--- src/rtl/slr_pkg.sv ---
package slr_pkg;
  localparam int unsigned SLR_LANES = 2;
  localparam int unsigned SLR_ADDR_STEP = 2;

  typedef enum logic [1:0] {
    LANE_IDLE = 2'd0,
    LANE_CAP  = 2'd1,
    LANE_ADV  = 2'd2
  } lane_op_e;
endpackage

--- src/rtl/slr_lane.sv ---
module slr_lane
  import slr_pkg::*;
#(
  parameter int unsigned WORD_W = 12
) (
  input  logic              clk,
  input  logic              rst,
  input  lane_op_e          op,
  input  logic [WORD_W-1:0] par_in,
  output logic              bit_o
);
  localparam int unsigned CW = $clog2(WORD_W + 1);
  localparam logic [CW-1:0] FULL = CW'(WORD_W);

  logic [WORD_W-1:0] shreg;
  logic [CW-1:0]     left;

  always_ff @(posedge clk) begin
    if (rst) begin
      shreg <= '0;
      left  <= '0;
    end else begin
      unique case (op)
        LANE_CAP: begin
          shreg <= par_in;
          left  <= FULL;
        end
        LANE_ADV: begin
          if (left != '0) begin
            shreg <= {shreg[WORD_W-2:0], 1'b0};
            left  <= left - 1'b1;
          end
        end
        default: ;
      endcase
    end
  end

  assign bit_o = (left != '0) ? shreg[WORD_W-1] : 1'b0;

  assert_count_range_R5: assert property (@(posedge clk) disable iff (rst)
    left <= FULL);
  assert_capture_full_R6: assert property (@(posedge clk) disable iff (rst)
    (op == LANE_CAP) |=> (left == FULL));
  assert_advance_step_R4: assert property (@(posedge clk) disable iff (rst)
    (op == LANE_ADV && left != '0) |=> (left == $past(left) - 1'b1));
  assert_exhausted_hold_R5: assert property (@(posedge clk) disable iff (rst)
    (op == LANE_ADV && left == '0) |=> (left == '0));
  assert_idle_stable_R7: assert property (@(posedge clk) disable iff (rst)
    (op == LANE_IDLE) |=> ($stable(left) && $stable(shreg)));
endmodule

--- src/rtl/slr_rdmux.sv ---
module slr_rdmux #(
  parameter int unsigned LANES  = 2,
  parameter int unsigned DATA_W = 16
) (
  input  logic              clk,
  input  logic              rst,
  input  logic              rd_any,
  input  logic [LANES-1:0]  rd_sel,
  input  logic [LANES-1:0]  lane_bit,
  output logic [DATA_W-1:0] rdata,
  output logic              rvalid
);
  logic picked;
  assign picked = |(rd_sel & lane_bit);

  always_ff @(posedge clk) begin
    if (rst) begin
      rdata  <= '0;
      rvalid <= 1'b0;
    end else begin
      rvalid <= rd_any;
      rdata  <= rd_any ? {{(DATA_W-1){1'b0}}, picked} : '0;
    end
  end

  assert_sel_onehot_R2: assert property (@(posedge clk) disable iff (rst)
    $onehot0(rd_sel));
  assert_rvalid_due_R4: assert property (@(posedge clk) disable iff (rst)
    rd_any |=> rvalid);
  assert_upper_zero_R4: assert property (@(posedge clk) disable iff (rst)
    rdata[DATA_W-1:1] == '0);
endmodule

--- src/rtl/serial_latch_reader.sv ---
module serial_latch_reader
  import slr_pkg::*;
#(
  parameter int unsigned WORD_W    = 12,
  parameter int unsigned ADDR_W    = 8,
  parameter int unsigned DATA_W    = 16,
  parameter int unsigned BASE_ADDR = 4
) (
  input  logic              clk,
  input  logic              rst,
  input  logic [ADDR_W-1:0] bus_addr,
  input  logic              bus_wr,
  input  logic              bus_rd,
  input  logic [DATA_W-1:0] bus_wdata,
  input  logic [WORD_W-1:0] in_word0,
  input  logic [WORD_W-1:0] in_word1,
  output logic [DATA_W-1:0] bus_rdata,
  output logic              bus_rvalid
);
  localparam int unsigned LANES = SLR_LANES;

  logic [WORD_W-1:0] par_in [LANES];
  logic [LANES-1:0]  hit, rd_sel, lane_bit;
  logic              wdata_unused;

  assign par_in[0] = in_word0;
  assign par_in[1] = in_word1;
  assign wdata_unused = ^bus_wdata;

  for (genvar i = 0; i < LANES; i++) begin : g_lane
    localparam logic [ADDR_W-1:0] MY_ADDR = ADDR_W'(BASE_ADDR + SLR_ADDR_STEP * i);
    lane_op_e op;

    assign hit[i]    = (bus_addr == MY_ADDR);
    assign rd_sel[i] = hit[i] & bus_rd & ~bus_wr;

    always_comb begin
      if (hit[i] && bus_wr)   op = LANE_CAP;
      else if (rd_sel[i])     op = LANE_ADV;
      else                    op = LANE_IDLE;
    end

    slr_lane #(.WORD_W(WORD_W)) u_lane (
      .clk    (clk),
      .rst    (rst),
      .op     (op),
      .par_in (par_in[i]),
      .bit_o  (lane_bit[i])
    );
  end

  slr_rdmux #(.LANES(LANES), .DATA_W(DATA_W)) u_rdmux (
    .clk      (clk),
    .rst      (rst),
    .rd_any   (bus_rd),
    .rd_sel   (rd_sel),
    .lane_bit (lane_bit),
    .rdata    (bus_rdata),
    .rvalid   (bus_rvalid)
  );

  assert_rvalid_pulse_R4: assert property (@(posedge clk) disable iff (rst)
    !bus_rd |=> !bus_rvalid);
  assert_wr_wins_R8: assert property (@(posedge clk) disable iff (rst)
    (bus_rd && bus_wr) |=> (bus_rdata == '0));
endmodule

--- config.mk ---
export PLATFORM = sky130hd
export DESIGN_NAME = serial_latch_reader
export DESIGN_NICKNAME = d
export VERILOG_FILES = /design/src/rtl/slr_pkg.sv /design/src/rtl/slr_lane.sv /design/src/rtl/slr_rdmux.sv /design/src/rtl/serial_latch_reader.sv
export SDC_FILE = /design/constraint.sdc
export NUM_CORES = 1
export LEC_CHECK = 0
export ABC_AREA = 1
export CAP_MARGIN = 20
export CORE_MARGIN = 5
export CORE_UTILIZATION = 40
export CTS_BUF_LIST = sky130_fd_sc_hd__clkbuf_4 sky130_fd_sc_hd__clkbuf_8 sky130_fd_sc_hd__clkbuf_16
export DETAILED_ROUTE_END_ITERATION = 12
export PLACE_DENSITY = 0.83
export SLEW_MARGIN = 20
export SYNTH_ARGS = -nofsm -noshare
export SYNTH_HDL_FRONTEND = slang
export SYNTH_SLANG_ARGS = --single-unit
--- constraint.sdc ---
create_clock -name clk -period 1.6 [get_ports clk]
set_input_delay 0.32 -clock clk [delete_from_list [all_inputs] [get_ports clk]]
set_output_delay 0.32 -clock clk [all_outputs]
set_load 0.01 [all_outputs]
== Word-level counts from Yosys, hierarchy flattened ==
Index checks and enable logic that the tools add are counted.

* Register bits: 49
* Output and inout port bits: 17
* Word-level logic and storage cells: 48

* Eq/ne operators: 8
* Add/subtract/negate cells: 2
* Muxes and demuxes: 14
* Reduce and logical (&&, ||, !) cells: 10
* Bitwise logic cells: 7

{| class="wikitable"
|+ Operators by type and width
! operator !! count
|-
| 12-bit case mux with 2 select lines || 2
|-
| 12-bit 2-to-1 mux || 2
|-
| 8-bit by 3-bit equality test with 1-bit output, second input constant || 2
|-
| 4-bit case mux with 2 select lines || 2
|-
| 2-bit 2-to-1 mux || 4
|-
| 4-bit 2-to-1 mux || 2
|-
| 4-bit nonzero test || 2
|-
| 4-bit by 1-bit subtractor with 4-bit output, second input constant || 2
|-
| 1-bit bitwise AND || 4
|-
| 2-bit by 1-bit equality test with 1-bit output, second input constant || 2
|-
| 2-bit equality test, second input constant || 2
|-
| 2-bit by 1-bit != test with 1-bit output, second input constant || 2
|-
| 2-bit AND reduction || 2
|-
| 2-bit nonzero test || 2
|-
| 2-bit OR reduction || 2
|-
| 2-bit bitwise AND || 1
|-
| 1-bit logical AND || 2
|-
| 1-bit 2-to-1 mux || 2
|-
| 1-bit NOT || 2
|}

== Logic depth before layout (Yosys ltp) ==
Gate-level depths: netlist of the first run.

* Depth in word-level cells: 8
* Mapped depth: 11
* Gate-level depth less buffers: 10

== Hierarchy ==
A second synthesis of the first run with hierarchy kept.

* Cell total of the unflattened synthesis: 297
* Area total of the unflattened synthesis: 1924.3 sq um

{| class="wikitable"
|+ By module, submodules not included
! module !! times used !! area each (sq um) !! cells an instance
|-
| slr_lane || 2 || 820.8 || 124
|-
| slr_rdmux || 1 || 186.4 || 24
|-
| serial_latch_reader || 1 || 96.3 || 25
|}

== Least setup slack after synthesis of the first run ==
OpenSTA, ideal clock, no wires.

* Path kind: flip-flop to flip-flop
* Start: register g_lane[1].u_lane.left[0]
* End: register g_lane[1].u_lane.left[1]
* Path slack: 0.212 ns
* Library setup time: 0.111 ns
* Path buffers: 1
* Cell stages (with the launch flop): 12
* Arrival: 1.277 ns
* Clock period less this slack: 1.388 ns
* Data required time: 1.489 ns
* Cell sequence: dfxtp_1 -> inv_1 -> ha_1 -> inv_1 -> nor2_1 -> nand2_1 -> nand3_2 -> nand2_1 -> inv_2 -> buf_4 -> nor2_1 -> nor2_1

* Word-level cells in the longest chain between the ends: 3

{| class="wikitable"
|+ RTL lines
! what !! line !! RTL
|-
| start, declared || slr_lane.sv:16 || <nowiki>logic [CW-1:0] left;</nowiki>
|-
| start signal, assigned || slr_lane.sv:31 || <nowiki>left <= left - 1'b1;</nowiki>
|-
| 4-bit by 1-bit subtractor with 4-bit output or 4-bit nonzero test (tied branches) || slr_lane.sv:31, slr_lane.sv:29 ||
|-
| 4-bit 2-to-1 mux or 2-bit by 1-bit != test with 1-bit output (tied branches) || n/a ||
|-
| 4-bit case mux with 2 select lines or 2-bit AND reduction (tied branches) || n/a ||
|}

Several ways; a longest one is shown, not always the timed one. The select of a mux whose other input is x is not followed.
A chain may end at the register's enable or synchronous reset.

== Worst setup path after layout of the first run ==
* Start: input port bus_wr
* End: register g_lane[1].u_lane.shreg[11]

* Word-level cells in the longest chain between the ends: 7

{| class="wikitable"
|+ RTL lines
! what !! line !! RTL
|-
| start, declared || serial_latch_reader.sv:12 || <nowiki>input logic bus_wr,</nowiki>
|-
| 1-bit NOT || serial_latch_reader.sv:35 || <nowiki>assign rd_sel[i] = hit[i] & bus_rd & ~bus_wr;</nowiki>
|-
| 1-bit bitwise AND || serial_latch_reader.sv:35 ||
|-
| 2-bit 2-to-1 mux || serial_latch_reader.sv:39 || <nowiki>else if (rd_sel[i]) op = LANE_ADV;</nowiki>
|-
| 2-bit 2-to-1 mux * || serial_latch_reader.sv:38 || <nowiki>if (hit[i] && bus_wr) op = LANE_CAP;</nowiki>
|-
| 2-bit equality test or 2-bit by 1-bit equality test with 1-bit output (tied branches) || slr_lane.sv:23 || <nowiki>unique case (op)</nowiki>
|-
| 2-bit by 1-bit != test with 1-bit output (no line) or 2-bit nonzero test (tied branches) || n/a ||
|-
| 2-bit AND reduction (no line) || n/a ||
|-
| end signal, assigned || slr_lane.sv:25 || <nowiki>shreg <= par_in;</nowiki>
|-
| end signal, assigned || slr_lane.sv:30 || <nowiki>shreg <= {shreg[WORD_W-2:0], 1'b0};</nowiki>
|-
| end, declared || slr_lane.sv:15 || <nowiki>logic [WORD_W-1:0] shreg;</nowiki>
|}

Every way passes the cells marked *; elsewhere a longest branch is shown, timed or not.

==> results of run 1 <==
==> area by class of cell <==
type | count | area share (%)
Timing Repair Buffer | 63 | 22.50
Clock inverter | 2 | 0.4439
Sequential cell | 34 | 24.15
Timing Repair inverter | 1 | 0.2219
Inverter | 39 | 5.548
Tap cell | 70 | 3.107
Multi-Input combinational cell | 252 | 41.10
Clock buffer | 6 | 2.929
==> where the power goes <==
part / switching [mW] / total (mW) / internal (mW)
Combinational: 0.0943 / 0.209 / 0.115
Sequential: 0.00123 / 0.850 / 0.849
Clock: 0.338 / 0.684 / 0.346
Total: 0.434 / 1.74 / 1.31
==> tightest hold or removal path: stages, from the launching register on <==
cell and delay [ps]:
dfxtp_1 310, nand3_1 70, a21oi_1 50
==> through the flow <==
stage / util, % / instance area (µm²) / setup slack, ps / setup TNS [ps]
2_1_floorplan: - / 2123 / 211.9 / 0
3_3_place_gp: 50.74 / 2575 / -266.6 / -6449
3_5_place_dp: 50.74 / 2575 / -314.2 / -7516
4_1_cts: 52.61 / 2670 / 4.475 / 0
5_1_grt: 55.55 / 2819 / -14.03 / -28.26
6_report: 55.55 / 2819 / 74.87 / 0
==> cell families (layout without fill, tap and decap cells) <==
group	Yosys count	count (layout)	synth area share, %
and+or+nand+nor	229	230	47.91
AOI/OAI and AO/OA	4	4	1.088
xor gates and xnor gates	1	1	0.4230
adders and majority gates	2	2	1.208
other	1	15	0.1811
DFF	34	34	32.87
buffers and inverters	69	111	16.31
==> cell usage in the layout (no fill, tap or decap), drive strengths merged, types with 2 or more instances in the layout <==
cell type / Yosys / routed
conb: 1 / 15
nand2: 91 / 92
buf: 26 / 25
a21oi: 2 / 2
nand3: 59 / 59
clkdlybuf4s50: 0 / 37
ha: 2 / 2
nor2: 76 / 76
clkbuf: 4 / 7
dfxtp: 34 / 34
inv: 39 / 40
nand4: 2 / 2
==> synth_stat cells <==
library cell / n
inv_2: 2
o21a_1: 1
nor3_1: 1
nand2_2: 5
o21ai_0: 1
nand2_1: 86
conb_1: 1
inv_1: 37
clkbuf_1: 4
buf_2: 9
nand4_1: 2
xor2_1: 1
nand3_1: 57
a21oi_1: 2
nand3_4: 1
dfxtp_1: 34
buf_6: 1
nor2_1: 73
nand3_2: 1
nor2_4: 3
ha_1: 2
buf_4: 16
==> timing repair <==
| item | 4_1_cts | 5_1_grt |
|---|---|---|
| gates resized for setup | 0 | 28 |
| buffers inserted | 0 | 2 |
| endpoints found under the setup margin | 0 | 30 |
==> worst min-delay path by stage <==
stage | endpoint | cells past startpoint | from | slack (ps)
floorplan | g_lane[0].u_lane.shreg[0] | 1 | rst | 390
global placement | g_lane[1].u_lane.shreg[0] | 2 | g_lane[1].u_lane.shreg[0] | 470
detailed placement | g_lane[1].u_lane.shreg[0] | 2 | g_lane[1].u_lane.shreg[0] | 470
CTS | g_lane[1].u_lane.shreg[0] | 2 | g_lane[1].u_lane.shreg[0] | 480
global route | g_lane[1].u_lane.shreg[0] | 2 | g_lane[1].u_lane.shreg[0] | 500
finish | g_lane[1].u_lane.shreg[0] | 2 | g_lane[1].u_lane.shreg[0] | 480
==> state kept, by name (all words and copies together), names as in the netlist <==
signal and count:
u_rdmux.rdata 1, g_lane.u_lane.left 8, u_rdmux.rvalid 1, g_lane.u_lane.shreg 24
==> per-layer routing <==
layer  wire [µm]  vias to the layer above  track usage (%)
li1            -                     1126                -
met1        2137                      953            18.18
met5           0                        -                0
met4          59                        0            5.648
met3         319                        8            4.167
met2        2583                       60            26.49
==> impl_results.md, run 1 <==
- Synth area leaders: dfxtp_1 33%, nand2_1 16%, nand3_1 14%
- PwrDens: 618.3 nW/µm²
- Antenna violations before repair: 0
- Largest area contributor in the netlist: dfxtp_1
- Crit path required time: 1840 ps
- CTS tree: built
- GPL Wtd Cong: between 0.7 and 0.8
- Congestion Overflow GR: 0
- Worst Setup SP: bus_wr
- Area occupied by multi-input gates: around 1200 µm²
- Total track usage: ~15%
- Synth top area share: 32.87%
- Fin crit period: about 1500 ps
- Post-synth cell types: 22
- Total Power: about 1.7 mW
- Fin crit share: between 90 and 100%
- Layout area overhead: 36.13%
- Critical path peak fanout: 8
- First-pass GRT wire length: 8010 µm
- Critical path cell sequence: clkdlybuf4s50_1, nor2_4, buf_4, nand3_4, buf_8, nand3_1, nand2_1, nor2_2
- CP Capture Point: g_lane[1].u_lane.shreg[11]
- Die Footprint: 6716 µm²
- DR iter-0 viols: 125
- Total of max-cap violations: 0
- Delay-heaviest family, CP: buffers and inverters
- Clk sinks: 34
- Sequential share of the synthesized area: between 30 and 40%
- Wire per inst: ~11 µm
- Crit start category: input port
- Cells after DPL: 454
- R2R Path End: g_lane[1].u_lane.shreg[3]
- Layout Skew: roughly 8.5 ps
- Fin nets: 450
- Largest net degree at the start of global routing: 17
- N_diodes: 0
- ANT nets after route: 0
- Die Wd: between 80 and 90 µm
- Pleak: around 1.4 nW
- Seq cells post-synth: 34
- H-tree depth: 2
- Sequential standard cell area: 680.7 µm²
- Crit path kind: in -> reg
- Mapped Cells: 340
- Worst reg2reg path startpoint: g_lane[1].u_lane.left[0]
- Vias: 2,147
- Clock latency on the worst-skew pair: 300 ps
- IO buf count: 37
- Final Hold Fails: 0
- Critical path capture point type: flip-flop
- Detailed-route DRC error count: 0
- Setup violations, final: 0
- Worst EP arrival: approximately 1800 ps
- Reg2Reg Setup Slack: roughly 190 ps
- Reg clk slew, reported paths: 80 ps
- Achievable frequency: 0.6557 GHz
- Outcome: completed
- Site row count: 26
- Stages on worst setup path: 8
- HPWL Detailed: about 3600 µm
- VDD IR max: 394.0 µV
- Synthesis Warnings: 0
- Slowest CP cell: clkdlybuf4s50_1
- Crit path buf inv count: 3
- Layout cells sized above 1: between 10% and 20%
- Hold Path Class: reg -> reg
- Max stage delay on crit path: 490 ps
- Syn Area/Cell: 6.090 µm²
- Die Y: approximately 80 µm
- Vias in the first global route: around 1,900
- Fillers: around 500
- IO Pins: slightly below 70
- Post-synthesis cell area: 2071 µm²
- Via/cell ratio: 4.597
- Core area: around 5100 µm²
- Non-filler instance count after layout: around 470
- Worst r2r path cells: 10
- CTS buffer count: 5
- Max-slew violations: 0
- Initial Util: around two fifths
- Drt pass-1 iters: 5
- Drt total wl: 5099 µm
- RSZ-0062 raised after global routing: yes
- Hold_buf cts: 0
- Final hold slack: around 480 ps
- CTS root buf: clkbuf_8
- CTS Buffer Depth: 2
No activity file was read; power rests on OpenSTA's default activity.
==> run 2: changes to the inputs <==
- PLACE_DENSITY: 0.83 -> 0.79
- clock period: 1.6 -> 1.3 ns (I/O delays scaled with it)
==> impl_results.md, run 2 (synthesized netlist as in run 1, its figures left out) <==
- Outcome: complete, but fails checks (was completed)
- Failing checks: negative setup slack
- Die Footprint: 6716 µm² (unchanged)
- Fin crit share: 100.2%
- Largest register FFs: 24 (unchanged)
- Layout cells sized above 1: 20.65% (was 15.11%)
- Achievable frequency: 0.7677 GHz
- Critical path peak fanout: 6 (was 8)
- IO buf count: 37 (unchanged)
- Wire per inst: 12.14 µm (was 10.92 µm)
- N_diodes: 0 (unchanged)
- Total of max-cap violations: 0 (unchanged)
- Setup violations, final: 1 (was 0)
- Sequential standard cell area: 684.4 µm² (was 680.7 µm²)
- Worst Setup SP: g_lane[1].u_lane.left[0] (was bus_wr)
- Crit path required time: 1500 ps (was 1840 ps)
- Most common cell after layout, fill and taps aside: nand2_1 (unchanged)
- Antenna violations before repair: 0 (unchanged)
- Fin nets: 455 (was 450)
- Clock latency on the worst-skew pair: 290 ps (was 300 ps)
- IO Pins: 69 (unchanged)
- Most common cell on crit path: inv_2
- Total track usage: 17.52% (was 15.39%)
- First-pass GRT wire length: 9108 µm (was 8010 µm)
- Crit start category: flip-flop (was input port)
- Max stage delay on crit path: 330 ps (was 490 ps)
- CTS buffer count: 5 (unchanged)
- Worst EP arrival: 1500 ps (was 1760 ps)
- Final Hold Fails: 0 (unchanged)
- Critical path capture point type: flip-flop (unchanged)
- Congestion Overflow GR: 0 (unchanged)
- Detailed-route DRC error count: 0 (unchanged)
- Met2 GRT Util: 31.74% (was 26.49%)
- Final WS setup: -2.562 ps (was 74.87 ps)
- Largest net degree at the start of global routing: 16 (was 17)
- Met1 usage: 18.85% (was 18.18%)
- Reg clk slew, reported paths: 70 ps (was 80 ps)
- Most flops, register: g_lane.u_lane.shreg (unchanged)
- GPL Wtd Cong: 0.9014 (was 0.7876)
- CTS tree: built (unchanged)
- Max-slew violations: 0 (unchanged)
- HPWL Detailed: 3536 µm (was 3555 µm)
- CTS Buffer Depth: 2 (unchanged)
- Core area: 5075 µm² (unchanged)
- Clk sinks: 34 (unchanged)
- Sw Share: 24.04% (was 24.89%)
- Most Crowded Layer GR: met2 (unchanged)
- Drt total wl: 5731 µm (was 5099 µm)
- Layout Skew: 8.040 ps (was 8.538 ps)
- Total Power: 2.148 mW (was 1.743 mW)
- DR iter-0 viols: 110 (was 125)
- VDD IR max: 541.0 µV (was 394.0 µV)
- Worst reg2reg path startpoint: g_lane[1].u_lane.left[0] (unchanged)
- Hold Path Class: in -> reg (was reg -> reg)
- Via/cell ratio: 4.693 (was 4.597)
- Area occupied by multi-input gates: 1249 µm² (was 1159 µm²)
- Hold Path Origin: bus_rd (was g_lane[1].u_lane.shreg[0])
- Fin crit period: 1303 ps
- Final hold slack: 411.8 ps (was 477.8 ps)
- Clock power frac: 39.1% (was 39.2%)
- Total net switching power: 516.4 µW (was 433.8 µW)
- Pleak: 1.548 nW (was 1.412 nW)
- Slowest CP cell: dfxtp_2 (was clkdlybuf4s50_1)
- Seq pwr share: 48.7% (was 48.8%)
- Hold_buf cts: 0 (unchanged)
- Layout area overhead: 42.66% (was 36.13%)
- Vias: 2,215 (was 2,147)
- Vias in the first global route: 2,120 (was 1,862)
- Fillers: 483 (was 501)
- Initial Util: 40.80% (unchanged)
- Crit path kind: reg -> reg (was in -> reg)
- Die Wd: 81.95 µm (unchanged)
- PwrDens: 727.2 nW/µm² (was 618.3 nW/µm²)
- H-tree depth: 2 (unchanged)
- Largest regs: g_lane.u_lane.shreg: 24 flops, g_lane.u_lane.left: 8 flops (unchanged)
- Most frequent cells in the layout: 79 x nand2_1, 69 x nor2_1, 49 x nand3_1 (was 84 x nand2_1, 63 x nor2_1, 57 x nand3_1)
- Comb pwr share: 12.2% (was 12.0%)
- Met3 GRT Util: 4.167% (unchanged)
- Drt pass-1 iters: 4 (was 5)
- CTS root buf: clkbuf_8 (unchanged)
- Post-DP Area: 2615 µm² (was 2575 µm²)
- RSZ-0062 raised after global routing: yes (unchanged)
- Fin area: 2954 µm² (was 2819 µm²)
- Critical path cell sequence: inv_2, ha_4, inv_2, nor2_4, nand2_4, nand3_4, buf_6, nand3_1, nand2_1, nor2_1 (was clkdlybuf4s50_1, nor2_4, buf_4, nand3_4, buf_8, nand3_1, nand2_1, nor2_2)
- Internal Power: 1.632 mW (was 1.309 mW)
- ANT nets after route: 0 (unchanged)
- Site row count: 26 (unchanged)
- Die Y: 81.95 µm (unchanged)
## run 2: metrics by stage
step / std cells / worst slack (ps) / setup TNS, ps / utilization (%)
floorplan: 354 / -27.35 / -94.46 / -
global placement: 455 / -498.4 / -14330 / 51.53
detailed placement: 455 / -518.4 / -14940 / 51.53
CTS: 471 / 10.11 / 0 / 56.58
global route: 472 / -76.91 / -1171 / 58.21
finish: 472 / -2.562 / -2.562 / 58.21
## run 2: what timing repair did
| action | CTS | global route |
|---|---|---|
| setup endpoints to repair | 35 | 29 |
| gates cloned | 5 | 0 |
| buffers inserted | 3 | 1 |
| pin swaps | 24 | 15 |
| resized for setup | 45 | 22 |
## run 2: final cells by class
class / instances / share of cell area [%]
timing repair inverter: 2 / 0.4235
timing repair buffer: 67 / 22.58
inverter: 39 / 5.379
clock buffer: 7 / 3.050
clock inverter: 1 / 0.1694
multi-input combinational: 252 / 42.27
sequential: 34 / 23.17
tap: 70 / 2.965
## run 2: final timing paths
| path | to | slack [ps] | cells after the start |
|---|---|---|---|
| max | g_lane[1].u_lane.shreg[10] | -3 | 10 |
| min | u_rdmux.rvalid | 410 | 3 |
| max reg2reg | g_lane[1].u_lane.shreg[10] | -3 | 10 |
| min reg2reg | g_lane[1].u_lane.shreg[0] | 500 | 2 |
## run 2: power groups by stage
| stage | clock network [mW] | registers, mW | logic, mW |
|---|---|---|---|
| floorplan | 0 | 1.07 | 0.128 |
| global placement | 0 | 1.07 | 0.246 |
| detailed placement | 0 | 1.07 | 0.248 |
| CTS | 0.850 | 1.05 | 0.252 |
| global route | 0.915 | 1.05 | 0.284 |
| finish | 0.840 | 1.05 | 0.262 |
## run 2: routing by layer
| metal | vias to the layer above | share of wire [%] |
|---|---|---|
| li1 | 1135 | - |
| met1 | 999 | 40 |
| met2 | 68 | 52 |
| met3 | 13 | 5.9 |
| met4 | 0 | 2.3 |
| met5 | - | 0 |
## run 2: worst max-delay path, delay by kind of cell, from the launching register on
kind / cells / cell delay (ps)
fa+ha+maj: 1 / 130
buf+inv: 3 / 260
flops: 1 / 330
simple gates: 6 / 490
==> run 3: changes to the inputs <==
- ABC_CLOCK_PERIOD_IN_PS: unset -> 1300
==> results of run 3 <==
No change in the layout: final DEF, timing and power equal those of run 2.
